## config.mk

```make
export PLATFORM = sky130hd
export DESIGN_NAME = i2c_txn_master
export DESIGN_NICKNAME = d
export VERILOG_FILES = /design/src/rtl/i2cm_pkg.sv /design/src/rtl/i2cm_datapath.sv /design/src/rtl/i2cm_control.sv /design/src/rtl/i2c_txn_master.sv
export SDC_FILE = /design/constraint.sdc
export NUM_CORES = 1
export LEC_CHECK = 0
export ABC_AREA = 1
export BUFFER_PORTS_ARGS = -buffer_cell sky130_fd_sc_hd__buf_2
export CAP_MARGIN = 5
export CORE_ASPECT_RATIO = 0.75
export CORE_MARGIN = 1
export CORE_UTILIZATION = 47
export DETAILED_ROUTE_END_ITERATION = 10
export PLACE_DENSITY = 0.7
export SYNTH_ARGS = -nofsm -noshare
export SYNTH_HDL_FRONTEND = slang
export SYNTH_SLANG_ARGS = --single-unit
```

## constraint.sdc

```tcl
create_clock -name clk -period 6.55 [get_ports clk]
set_clock_uncertainty 0.05 [all_clocks]
set_input_delay 1.31 -clock clk [delete_from_list [all_inputs] [get_ports clk]]
set_output_delay 1.31 -clock clk [all_outputs]
set_load 0.005 [all_outputs]
```

## src/rtl/i2cm_pkg.sv

```systemverilog
package i2cm_pkg;
  localparam int BYTE_W = 8;
  localparam int ADDR_W = 10;
  localparam logic [4:0] TEN_BIT_TAG = 5'b11110;

  typedef enum logic [2:0] {
    S_IDLE, S_START, S_BLOW, S_BHIGH, S_WREL, S_SLOW, S_SHIGH, S_SFREE
  } busState_t;

  typedef enum logic [1:0] {K_ADDR1, K_ADDR2, K_DATA} byteKind_t;

  typedef struct packed {
    logic latchCmd;
    logic loadAddr2;
    logic loadData;
    logic shiftTx;
    logic sampleRx;
    logic publishRx;
  } ctlStrobe_t;
endpackage

```

## src/rtl/i2cm_datapath.sv

```systemverilog
module i2cm_datapath
  import i2cm_pkg::*;
(
  input  logic                clk,
  input  logic                rstN,
  input  ctlStrobe_t          stb,
  input  logic [ADDR_W-1:0]   cmdAddr,
  input  logic                cmdTenBit,
  input  logic                cmdRead,
  input  logic [BYTE_W-1:0]   wrData,
  input  logic                sdaIn,
  output logic                txBit,
  output logic [BYTE_W-1:0]   rdData,
  output logic                rdValid,
  output logic                wrTake
);
  logic [BYTE_W-1:0] addrLo;
  logic [BYTE_W-1:0] txShift;
  logic [BYTE_W-2:0] rxShift;
  logic [BYTE_W-1:0] firstByte;

  always_comb begin
    if (cmdTenBit) firstByte = {TEN_BIT_TAG, cmdAddr[9:8], cmdRead};
    else           firstByte = {cmdAddr[6:0], cmdRead};
  end

  assign txBit = txShift[BYTE_W-1];

  always_ff @(posedge clk) begin
    if (!rstN) begin
      addrLo  <= '0;
      txShift <= '0;
      rxShift <= '0;
      rdData  <= '0;
      rdValid <= 1'b0;
      wrTake  <= 1'b0;
    end else begin
      rdValid <= stb.publishRx;
      wrTake  <= stb.loadData;
      if (stb.latchCmd) begin
        addrLo  <= cmdAddr[7:0];
        txShift <= firstByte;
      end else if (stb.loadAddr2) begin
        txShift <= addrLo;
      end else if (stb.loadData) begin
        txShift <= wrData;
      end else if (stb.shiftTx) begin
        txShift <= {txShift[BYTE_W-2:0], 1'b0};
      end
      if (stb.sampleRx) rxShift <= {rxShift[BYTE_W-3:0], sdaIn};
      if (stb.publishRx) rdData <= {rxShift, sdaIn};
    end
  end

  // a read byte and a write byte never complete in the same cycle
  rd_wr_excl_chk: assert property (@(posedge clk) disable iff (!rstN)
    !(rdValid && wrTake));
endmodule

```

## src/rtl/i2cm_control.sv

```systemverilog
module i2cm_control
  import i2cm_pkg::*;
#(
  parameter int StdLow      = 500,
  parameter int StdHigh     = 400,
  parameter int FastLow     = 130,
  parameter int FastHigh    = 110,
  parameter int HsLow       = 20,
  parameter int HsHigh      = 12,
  parameter int HoldTimeout = 1000,
  parameter int CountW      = 8
) (
  input  logic              clk,
  input  logic              rstN,
  input  logic              cmdStart,
  input  logic              cmdTenBit,
  input  logic              cmdRead,
  input  logic [CountW-1:0] cmdCount,
  input  logic [1:0]        speedMode,
  input  logic              sdaIn,
  input  logic              txBit,
  output ctlStrobe_t        stb,
  output logic              sclOut,
  output logic              sdaOut,
  output logic              busy,
  output logic              done,
  output logic              error
);
  localparam int MaxA   = (StdLow > StdHigh) ? StdLow : StdHigh;
  localparam int MaxB   = (FastLow > FastHigh) ? FastLow : FastHigh;
  localparam int MaxC   = (HsLow > HsHigh) ? HsLow : HsHigh;
  localparam int MaxAB  = (MaxA > MaxB) ? MaxA : MaxB;
  localparam int MaxABC = (MaxAB > MaxC) ? MaxAB : MaxC;
  localparam int MaxLen = (MaxABC > HoldTimeout) ? MaxABC : HoldTimeout;
  localparam int TimerW = $clog2(MaxLen + 1);

  busState_t         state, nState;
  byteKind_t         kind, nKind;
  logic [TimerW-1:0] timer, lenLow, lenHigh, curLen;
  logic [3:0]        bitIdx;
  logic [CountW-1:0] remain, remAfter;
  logic [1:0]        modeR;
  logic              tenBitR, readR, errPend;
  logic              segEnd, txByte, lastRx, bitSda;
  logic              bitClr, bitInc, remDec, abort, finish;

  always_comb begin
    case (modeR)
      2'd0:    begin lenLow = TimerW'(StdLow);  lenHigh = TimerW'(StdHigh);  end
      2'd1:    begin lenLow = TimerW'(FastLow); lenHigh = TimerW'(FastHigh); end
      default: begin lenLow = TimerW'(HsLow);   lenHigh = TimerW'(HsHigh);   end
    endcase
  end

  always_comb begin
    case (state)
      S_START, S_BHIGH, S_SHIGH, S_SFREE: curLen = lenHigh;
      default:                            curLen = lenLow;
    endcase
  end

  assign segEnd   = (timer == curLen - 1'b1);
  assign txByte   = (kind != K_DATA) || !readR;
  assign lastRx   = (remain == CountW'(1));
  assign remAfter = (kind == K_DATA) ? remain - 1'b1 : remain;
  assign bitSda   = (bitIdx == 4'd8) ? (txByte ? 1'b1 : lastRx)
                                     : (txByte ? txBit : 1'b1);
  assign busy     = (state != S_IDLE);

  always_comb begin
    case (state)
      S_START: begin sclOut = 1'b1; sdaOut = 1'b0;   end
      S_BLOW:  begin sclOut = 1'b0; sdaOut = bitSda; end
      S_BHIGH: begin sclOut = 1'b1; sdaOut = bitSda; end
      S_WREL:  begin sclOut = 1'b0; sdaOut = 1'b1;   end
      S_SLOW:  begin sclOut = 1'b0; sdaOut = 1'b0;   end
      S_SHIGH: begin sclOut = 1'b1; sdaOut = 1'b0;   end
      default: begin sclOut = 1'b1; sdaOut = 1'b1;   end
    endcase
  end

  always_comb begin
    stb = '0; nState = state; nKind = kind;
    bitClr = 1'b0; bitInc = 1'b0; remDec = 1'b0; abort = 1'b0; finish = 1'b0;
    case (state)
      S_IDLE: if (cmdStart) begin stb.latchCmd = 1'b1; nState = S_START; end
      S_START: if (segEnd) begin bitClr = 1'b1; nState = S_BLOW; end
      S_BLOW: if (segEnd) nState = S_BHIGH;
      S_BHIGH: if (segEnd) begin
        if (bitIdx != 4'd8) begin
          if (txByte) stb.shiftTx = 1'b1;
          else begin
            stb.sampleRx  = 1'b1;
            stb.publishRx = (bitIdx == 4'd7);
          end
          bitInc = 1'b1;
          nState = S_BLOW;
        end else if (!txByte) begin
          remDec = 1'b1; bitClr = 1'b1;
          nState = lastRx ? S_SLOW : S_BLOW;
        end else if (sdaIn) begin
          abort = 1'b1; nState = S_SLOW;
        end else nState = S_WREL;
      end
      S_WREL: if (sdaIn) begin
        bitClr = 1'b1; nState = S_BLOW;
        if (kind == K_ADDR1 && tenBitR) begin
          nKind = K_ADDR2; stb.loadAddr2 = 1'b1;
        end else begin
          nKind  = K_DATA;
          remDec = (kind == K_DATA);
          if (remAfter == '0) nState = S_SLOW;
          else if (!readR) stb.loadData = 1'b1;
        end
      end else if (timer == TimerW'(HoldTimeout - 1)) begin
        abort = 1'b1; nState = S_SLOW;
      end
      S_SLOW:  if (segEnd) nState = S_SHIGH;
      S_SHIGH: if (segEnd) nState = S_SFREE;
      S_SFREE: if (segEnd) begin finish = 1'b1; nState = S_IDLE; end
      default: nState = S_IDLE;
    endcase
  end

  always_ff @(posedge clk) begin
    if (!rstN) begin
      state <= S_IDLE; kind <= K_ADDR1; timer <= '0; bitIdx <= '0;
      remain <= '0; modeR <= '0; tenBitR <= 1'b0; readR <= 1'b0;
      errPend <= 1'b0; error <= 1'b0; done <= 1'b0;
    end else begin
      state <= nState;
      done  <= finish;
      if (state == S_IDLE || nState != state) timer <= '0;
      else timer <= timer + 1'b1;
      if (bitClr) bitIdx <= '0;
      else if (bitInc) bitIdx <= bitIdx + 1'b1;
      if (stb.latchCmd) begin
        tenBitR <= cmdTenBit; readR <= cmdRead; remain <= cmdCount;
        modeR <= speedMode; kind <= K_ADDR1; errPend <= 1'b0; error <= 1'b0;
      end else begin
        kind <= nKind;
        if (remDec) remain <= remain - 1'b1;
        if (abort) errPend <= 1'b1;
        if (finish) error <= errPend;
      end
    end
  end


  idle_released_chk: assert property (@(posedge clk) disable iff (!rstN)
    !busy |-> (sclOut && sdaOut));

  sda_edge_rule_chk: assert property (@(posedge clk) disable iff (!rstN)
    ($past(sclOut) && sclOut && (sdaOut != $past(sdaOut))) |->
      ((state == S_START && !sdaOut) || (state == S_SFREE && sdaOut)));

  start_only_idle_chk: assert property (@(posedge clk) disable iff (!rstN)
    $rose(busy) |-> $past(cmdStart));

  wait_bound_chk: assert property (@(posedge clk) disable iff (!rstN)
    (state == S_WREL) |-> (timer < TimerW'(HoldTimeout)));

  error_with_done_chk: assert property (@(posedge clk) disable iff (!rstN)
    $rose(error) |-> done);

  done_pulse_chk: assert property (@(posedge clk) disable iff (!rstN)
    done |=> !done);
endmodule

```

## src/rtl/i2c_txn_master.sv

```systemverilog
module i2c_txn_master
  import i2cm_pkg::*;
#(
  parameter int StdLow      = 500,
  parameter int StdHigh     = 400,
  parameter int FastLow     = 130,
  parameter int FastHigh    = 110,
  parameter int HsLow       = 20,
  parameter int HsHigh      = 12,
  parameter int HoldTimeout = 1000,
  parameter int CountW      = 8
) (
  input  logic              clk,
  input  logic              rstN,
  input  logic              cmdStart,
  input  logic [9:0]        cmdAddr,
  input  logic              cmdTenBit,
  input  logic              cmdRead,
  input  logic [CountW-1:0] cmdCount,
  input  logic [1:0]        speedMode,
  input  logic [7:0]        wrData,
  output logic              wrTake,
  output logic [7:0]        rdData,
  output logic              rdValid,
  output logic              busy,
  output logic              done,
  output logic              error,
  output logic              sclOut,
  output logic              sdaOut,
  input  logic              sdaIn
);
  ctlStrobe_t stb;
  logic       txBit;

  i2cm_control #(
    .StdLow(StdLow), .StdHigh(StdHigh), .FastLow(FastLow), .FastHigh(FastHigh),
    .HsLow(HsLow), .HsHigh(HsHigh), .HoldTimeout(HoldTimeout), .CountW(CountW)
  ) uCtl (
    .clk(clk), .rstN(rstN), .cmdStart(cmdStart), .cmdTenBit(cmdTenBit),
    .cmdRead(cmdRead), .cmdCount(cmdCount), .speedMode(speedMode),
    .sdaIn(sdaIn), .txBit(txBit), .stb(stb), .sclOut(sclOut),
    .sdaOut(sdaOut), .busy(busy), .done(done), .error(error)
  );

  i2cm_datapath uDp (
    .clk(clk), .rstN(rstN), .stb(stb), .cmdAddr(cmdAddr),
    .cmdTenBit(cmdTenBit), .cmdRead(cmdRead), .wrData(wrData),
    .sdaIn(sdaIn), .txBit(txBit), .rdData(rdData), .rdValid(rdValid),
    .wrTake(wrTake)
  );
endmodule

```

Word level (Yosys, flattened, before mapping)
Cells that the tools add are included.
Word-level totals
  output and inout bits: 15
  register bits: 67
Operators by class
  add/subtract/negate cells: 4
  muxes and demuxes: 65
  reduce and logical (&&, ||, !) cells: 19
  eq/ne operators: 17
  bitwise logic cells: 1
Operators by type and width (number)
  $mux W8: 8
  $mux W3: 17
  $pmux W9 S2: 2
  $mux W1: 28
  $pmux W3 S8: 1
  $eq A3 B3 Y1 const B: 4
  $add A10 B1 Y10 const B: 1
  $eq A10 B10 Y1: 1
  $eq A10 B10 Y1 const B: 1
  $sub A9 B1 Y10 const B: 1
  $mux W9: 1
  $eq A8 B1 Y1 const B: 1
  $logic_not A8 Y1: 1
  $mux W2: 4
  $reduce_or A2 Y1: 4
  $sub A8 B1 Y8 const B: 1
  $eq A3 B2 Y1 const B: 2
  $pmux W1 S2: 3
  $reduce_or A3 Y1: 2
  $add A4 B1 Y4 const B: 1
  $eq A4 B3 Y1 const B: 1
  $eq A4 B4 Y1 const B: 1
  $logic_not A2 Y1: 2
  $ne A4 B4 Y1 const B: 1
  16 further kinds: 17

Logic depth before layout (Yosys ltp)
  word-level depth: 11
  depth in mapped cells: 23
  depth with buffers taken out: 22

Modules after synthesis
A second synthesis with hierarchy kept.
Second synthesis, totals
  cell total of the unflattened synthesis: 541
  area total of the unflattened synthesis: 3699.8 µm²
By module, submodules not included
  i2cm_control: cells each 339, instances 1, seq. area each 680.7 µm², area each 2167.1 µm²
  i2cm_datapath: cells each 202, instances 1, seq. area each 660.6 µm², area each 1532.7 µm²

Worst setup path before layout
No wires, ideal clock.
  path kind: reg-to-output
  from: register uCtl.kind[1]
  to: output sdaOut
  required time: 5.190 ns
  stages on the path, launching flop included: 9
  arrival: 1.210 ns
  path slack: 3.980 ns
  cells stage by stage: dfxtp_1 inv_1 nor2_1 nand2_1 a21oi_1 nor2_1 inv_1 nand2_1 a311o_1
On the way
  cells in the longest elaborated chain, start to end: 5
  elaborated cells between the ends (all ways): 6
  those cells by class: eq/ne: 1; mux: 4; reduce/logical: 1
RTL lines
  start, declared: RTL line i2cm_control.sv:38  | byteKind_t kind, nKind;
  start signal, assigned: RTL line i2cm_control.sv:141  | kind <= nKind;
  $ne A2 B2 Y1 *: RTL line i2cm_control.sv:63  | assign txByte = (kind != K_DATA) || !readR;
  $logic_or A1 B1 Y1 *: RTL line i2cm_control.sv:63
  $mux W1, on equally long branches: RTL line i2cm_control.sv:67, i2cm_control.sv:66
  $mux W1 *: RTL line i2cm_control.sv:66  | assign bitSda = (bitIdx == 4'd8) ? (txByte ? 1'b1 : lastRx)
  $pmux W1 S2 *: RTL line i2cm_control.sv:71  | case (state)
  end, declared: RTL line i2c_txn_master.sv:29  | output logic sdaOut,
Every way passes the cells marked *; elsewhere a longest branch is shown, timed or not.

Worst setup path after layout
Same ends and word-level chain as after synthesis.

==> results.yml <==
clock_network:
  cts_tree: "built"
  hold_buffers: 0
  clk_pin_slew_ps: 80
  postCtsSetupRepairBufs: 0
  cts_max_path_buffers: 2
  cts.repair.resized: 0
  cts_buffers: 9
  cts_num_sinks: 67
  htree_levels: 3
  clkLatencyLatePin_ps: 360
  root_buffer: "clkbuf_8"
floorplan:
  core_um2: 7430
  die_h_um: 78.5
  io_pins: 49
  fp.dieArea_um2: 8160
  rows: 27
  chipWidth_um: 104
  start_util_pct: 49.3
pwr:
  internal_power_mw: 0.680
  seqPwrFrac_pct: 46.0
  share_comb_of_total_power_pct: 13.1
  p_sw_mw: 0.261
  power_density_nw_per_um2: 224
  finalPower_mw: 0.941
  p_sw_share_pct: 27.7
  vdd_drop_max_mv: 0.106
  p_clk_share_pct: 40.9
  p_leak_nw: 1.85
synth:
  synth_fp_nets: 584
  synth_top_family_by_area: "simple AND/OR/NAND/NOR gates"
  synth_adder_area_share_pct: 2.05
  synth_compound_area_share_pct: 16.0
  synth_mux_area_share_pct: 0
  synthesis.area_um2: 3670
  yosys.area_share.simple_pct: 33.7
  synthCells: 544
  synth-edff-count: 0
  synth-async-reset-ratio_pct: 0
  syn_avg_cell_area_um2: 6.74
  yosys_warnings: 0
  synth_xor_xnor_area_share_pct: 2.63
  yosys_register_bits: 67
  synthDistinctLibCells: 37
  synth-main-ff-cell: "dfxtp_1"
  yosysSeqAreaShare_pct: 36.6
drt:
  vias: 3656
  final_antenna_net_count: 0
  routed_wl_mm: 8.93
  drt_first_pass_iters: 5
  avgViaCountPerCell: 5.25
  drc: 0
  wl_per_cell_um: 12.8
  drt_iter0_drc: 233
timing:
  tightest_slew_ps: 794
  fmaxAchievable_mhz: 297
  hold_viol: 0
  min_period_ps: 3370
  fin_setup_tns_ps: 0
  maxSlewHeadroom_pct: 47.0
  drv_slew: 0
  setup_viol: 0
  layout_setup_ws_ps: 3180
  rsz0062_at_grt: "false"
  min_period_over_period_pct: 51.5
global_route:
  grt_overflow: 0
  grt_pass1_vias: 3149
  grt_usage_pct: 22.7
  antenna_found_initial: 0
  grt_start_max_net_pins: 34
  grt_pass1_wl_mm: 14.8
placement:
  placed_area_um2: 3980
  place.port_buffers: 48
  pre_cts_ws_ps: 3170
  gp_congestion: 0.959
  dp_hpwl_mm: 6.40
cells_and_area:
  seq_area_um2: 1340
  area_delta_synth_final_pct: 14.4
  nets: 630
  fill_cells: 733
  stdcell_area_um2: 4190
  drive_gt1_share_pct: 16.6
  antenna_cells: 0
  multi_input_area_um2: 1990
outcome:
  outcome: "complete, no violations"
flow_run:
  cap_violations: 0
min_path:
  holdPathStages: 2
  hp-class: "reg2reg"
critical_path:
  startpoint_type: "flip-flop"
  path_cells: "inv_1, nor2_1, nand2_1, a21oi_1, nor2_1, inv_1, nand2_1, a311o_1, buf_2"
  crit_fanout: 5
  critPathMaxStageDelay_ps: 330
  crit_slowest_cell: "dfxtp_1"
  ff2ff_path_depth: 18
  path_class: "reg2out"
  worstPathArrival_ps: 2010
  critical_path_required_ps: 5190
  cp-end-kind: "output port"
## worst max-delay path: cells and delay by family, from the launching register on
kind                   cells  cell delay, ps
DFF                        1             330
buffers and inverters      3             250
and+or+nand+nor            4             580
AOI/OAI and AO/OA          2             490
## area by class of cell
class / instances / share of cell area, %
flip-flops and latches: 67 / 32.0
multi-input cells: 392 / 47.6
inverters: 71 / 6.35
clock buffers: 10 / 3.04
well taps: 101 / 3.01
clock inverters: 6 / 2.15
repair buffers: 49 / 5.91
## cells in the mapped netlist, types with 2 or more instances
| master | number | share of area [%] |
|---|---|---|
| a211oi_1 | 2 | 0.41 |
| a211oi_2 | 7 | 2.4 |
| a21oi_1 | 29 | 4.0 |
| a22oi_1 | 2 | 0.41 |
| a31oi_1 | 8 | 1.4 |
| buf_2 | 4 | 0.55 |
| clkbuf_1 | 9 | 0.92 |
| dfxtp_1 | 67 | 37 |
| ha_1 | 6 | 2.0 |
| inv_1 | 63 | 6.4 |
| inv_2 | 7 | 0.72 |
| nand2_1 | 134 | 14 |
| nand2_2 | 8 | 1.4 |
| nand2_4 | 2 | 0.61 |
| nand3_1 | 51 | 7.0 |
| nand3_2 | 2 | 0.55 |
| nand4_1 | 7 | 1.2 |
| nor2_1 | 51 | 5.2 |
| nor2_2 | 6 | 1.0 |
| nor3_1 | 14 | 1.9 |
| nor4_1 | 2 | 0.34 |
| o211ai_1 | 8 | 1.6 |
| o21ai_0 | 26 | 3.5 |
| o21ai_1 | 7 | 0.96 |
| xor2_1 | 10 | 2.4 |
## state kept, by name (all words and copies together) (netlist names), 3 cells and up
signal       count
uCtl.remain      8
uCtl.timer      10
uCtl.state       3
uCtl.bitIdx      4
uDp.addrLo       8
uDp.txShift      8
uDp.rdData       8
uDp.rxShift      7
## metal layers
layer / part of all wire [%] / track usage, % / vias to the layer above
li1: - / - / 1880
met1: 49 / 31.7 / 1625
met2: 42 / 34.1 / 134
met3: 7.9 / 6.31 / 17
met4: 1.3 / 6.43 / 0
met5: 0 / 0 / -
## final timing paths
| kind | slack [ps] | startpoint | endpoint |
|---|---|---|---|
| setup / recovery | 3180 | uCtl.kind[1] | sdaOut |
| hold / removal | 420 | uCtl.error | uCtl.error |
| setup reg to reg | 3370 | uCtl.state[1] | uDp.rdData[6] |
| hold reg to reg | 420 | uCtl.error | uCtl.error |
## layout by cell type, fill, tap and decap left out, types with 2 or more instances in the layout
master     instances
bufinv_16          2
dfxtp_1           67
nor4_1             2
a211oi_2           7
inv_2              7
o21ai_0           26
a21oi_1           29
nand2_2            8
xor2_1            10
nor2_1            51
nor2_2             6
a31oi_1            8
clkinv_4           2
ha_1               6
nand2_1          134
a22oi_1            2
buf_2             48
o211ai_1           8
nand3_2            2
nand3_1           51
a211oi_1           2
o21ai_1            7
clkbuf_8           9
nor3_1            14
nand2_4            2
inv_1             63
nand4_1            7
## power groups by stage
| stage | Sequential (mW) | Clock, mW | Combinational (mW) |
|---|---|---|---|
| floorplan | 0.438 | 0 | 0.0903 |
| global placement | 0.442 | 0 | 0.118 |
| detailed placement | 0.442 | 0 | 0.121 |
| CTS | 0.433 | 0.390 | 0.121 |
| global route | 0.435 | 0.411 | 0.140 |
| finish | 0.433 | 0.385 | 0.123 |
## metrics by stage
step	hold WS [ps]	instances	utilization, %
floorplan	395	544	-
CTS	418	696	56.4
global placement	403	680	53.5
finish	417	696	56.4
global route	434	696	56.4
detailed placement	406	680	53.5
## logic make-up (layout without fill, tap and decap cells)
| kind of cell | after synthesis | in the layout |
|---|---|---|
| adders and majority gates | 6 | 6 |
| and+or+nand+nor | 280 | 280 |
| AOI/OAI and AO/OA | 95 | 95 |
| buffers and inverters | 85 | 136 |
| xor gates and xnor gates | 11 | 11 |
| DFF | 67 | 67 |
Power figures use the tool's default switching activity.
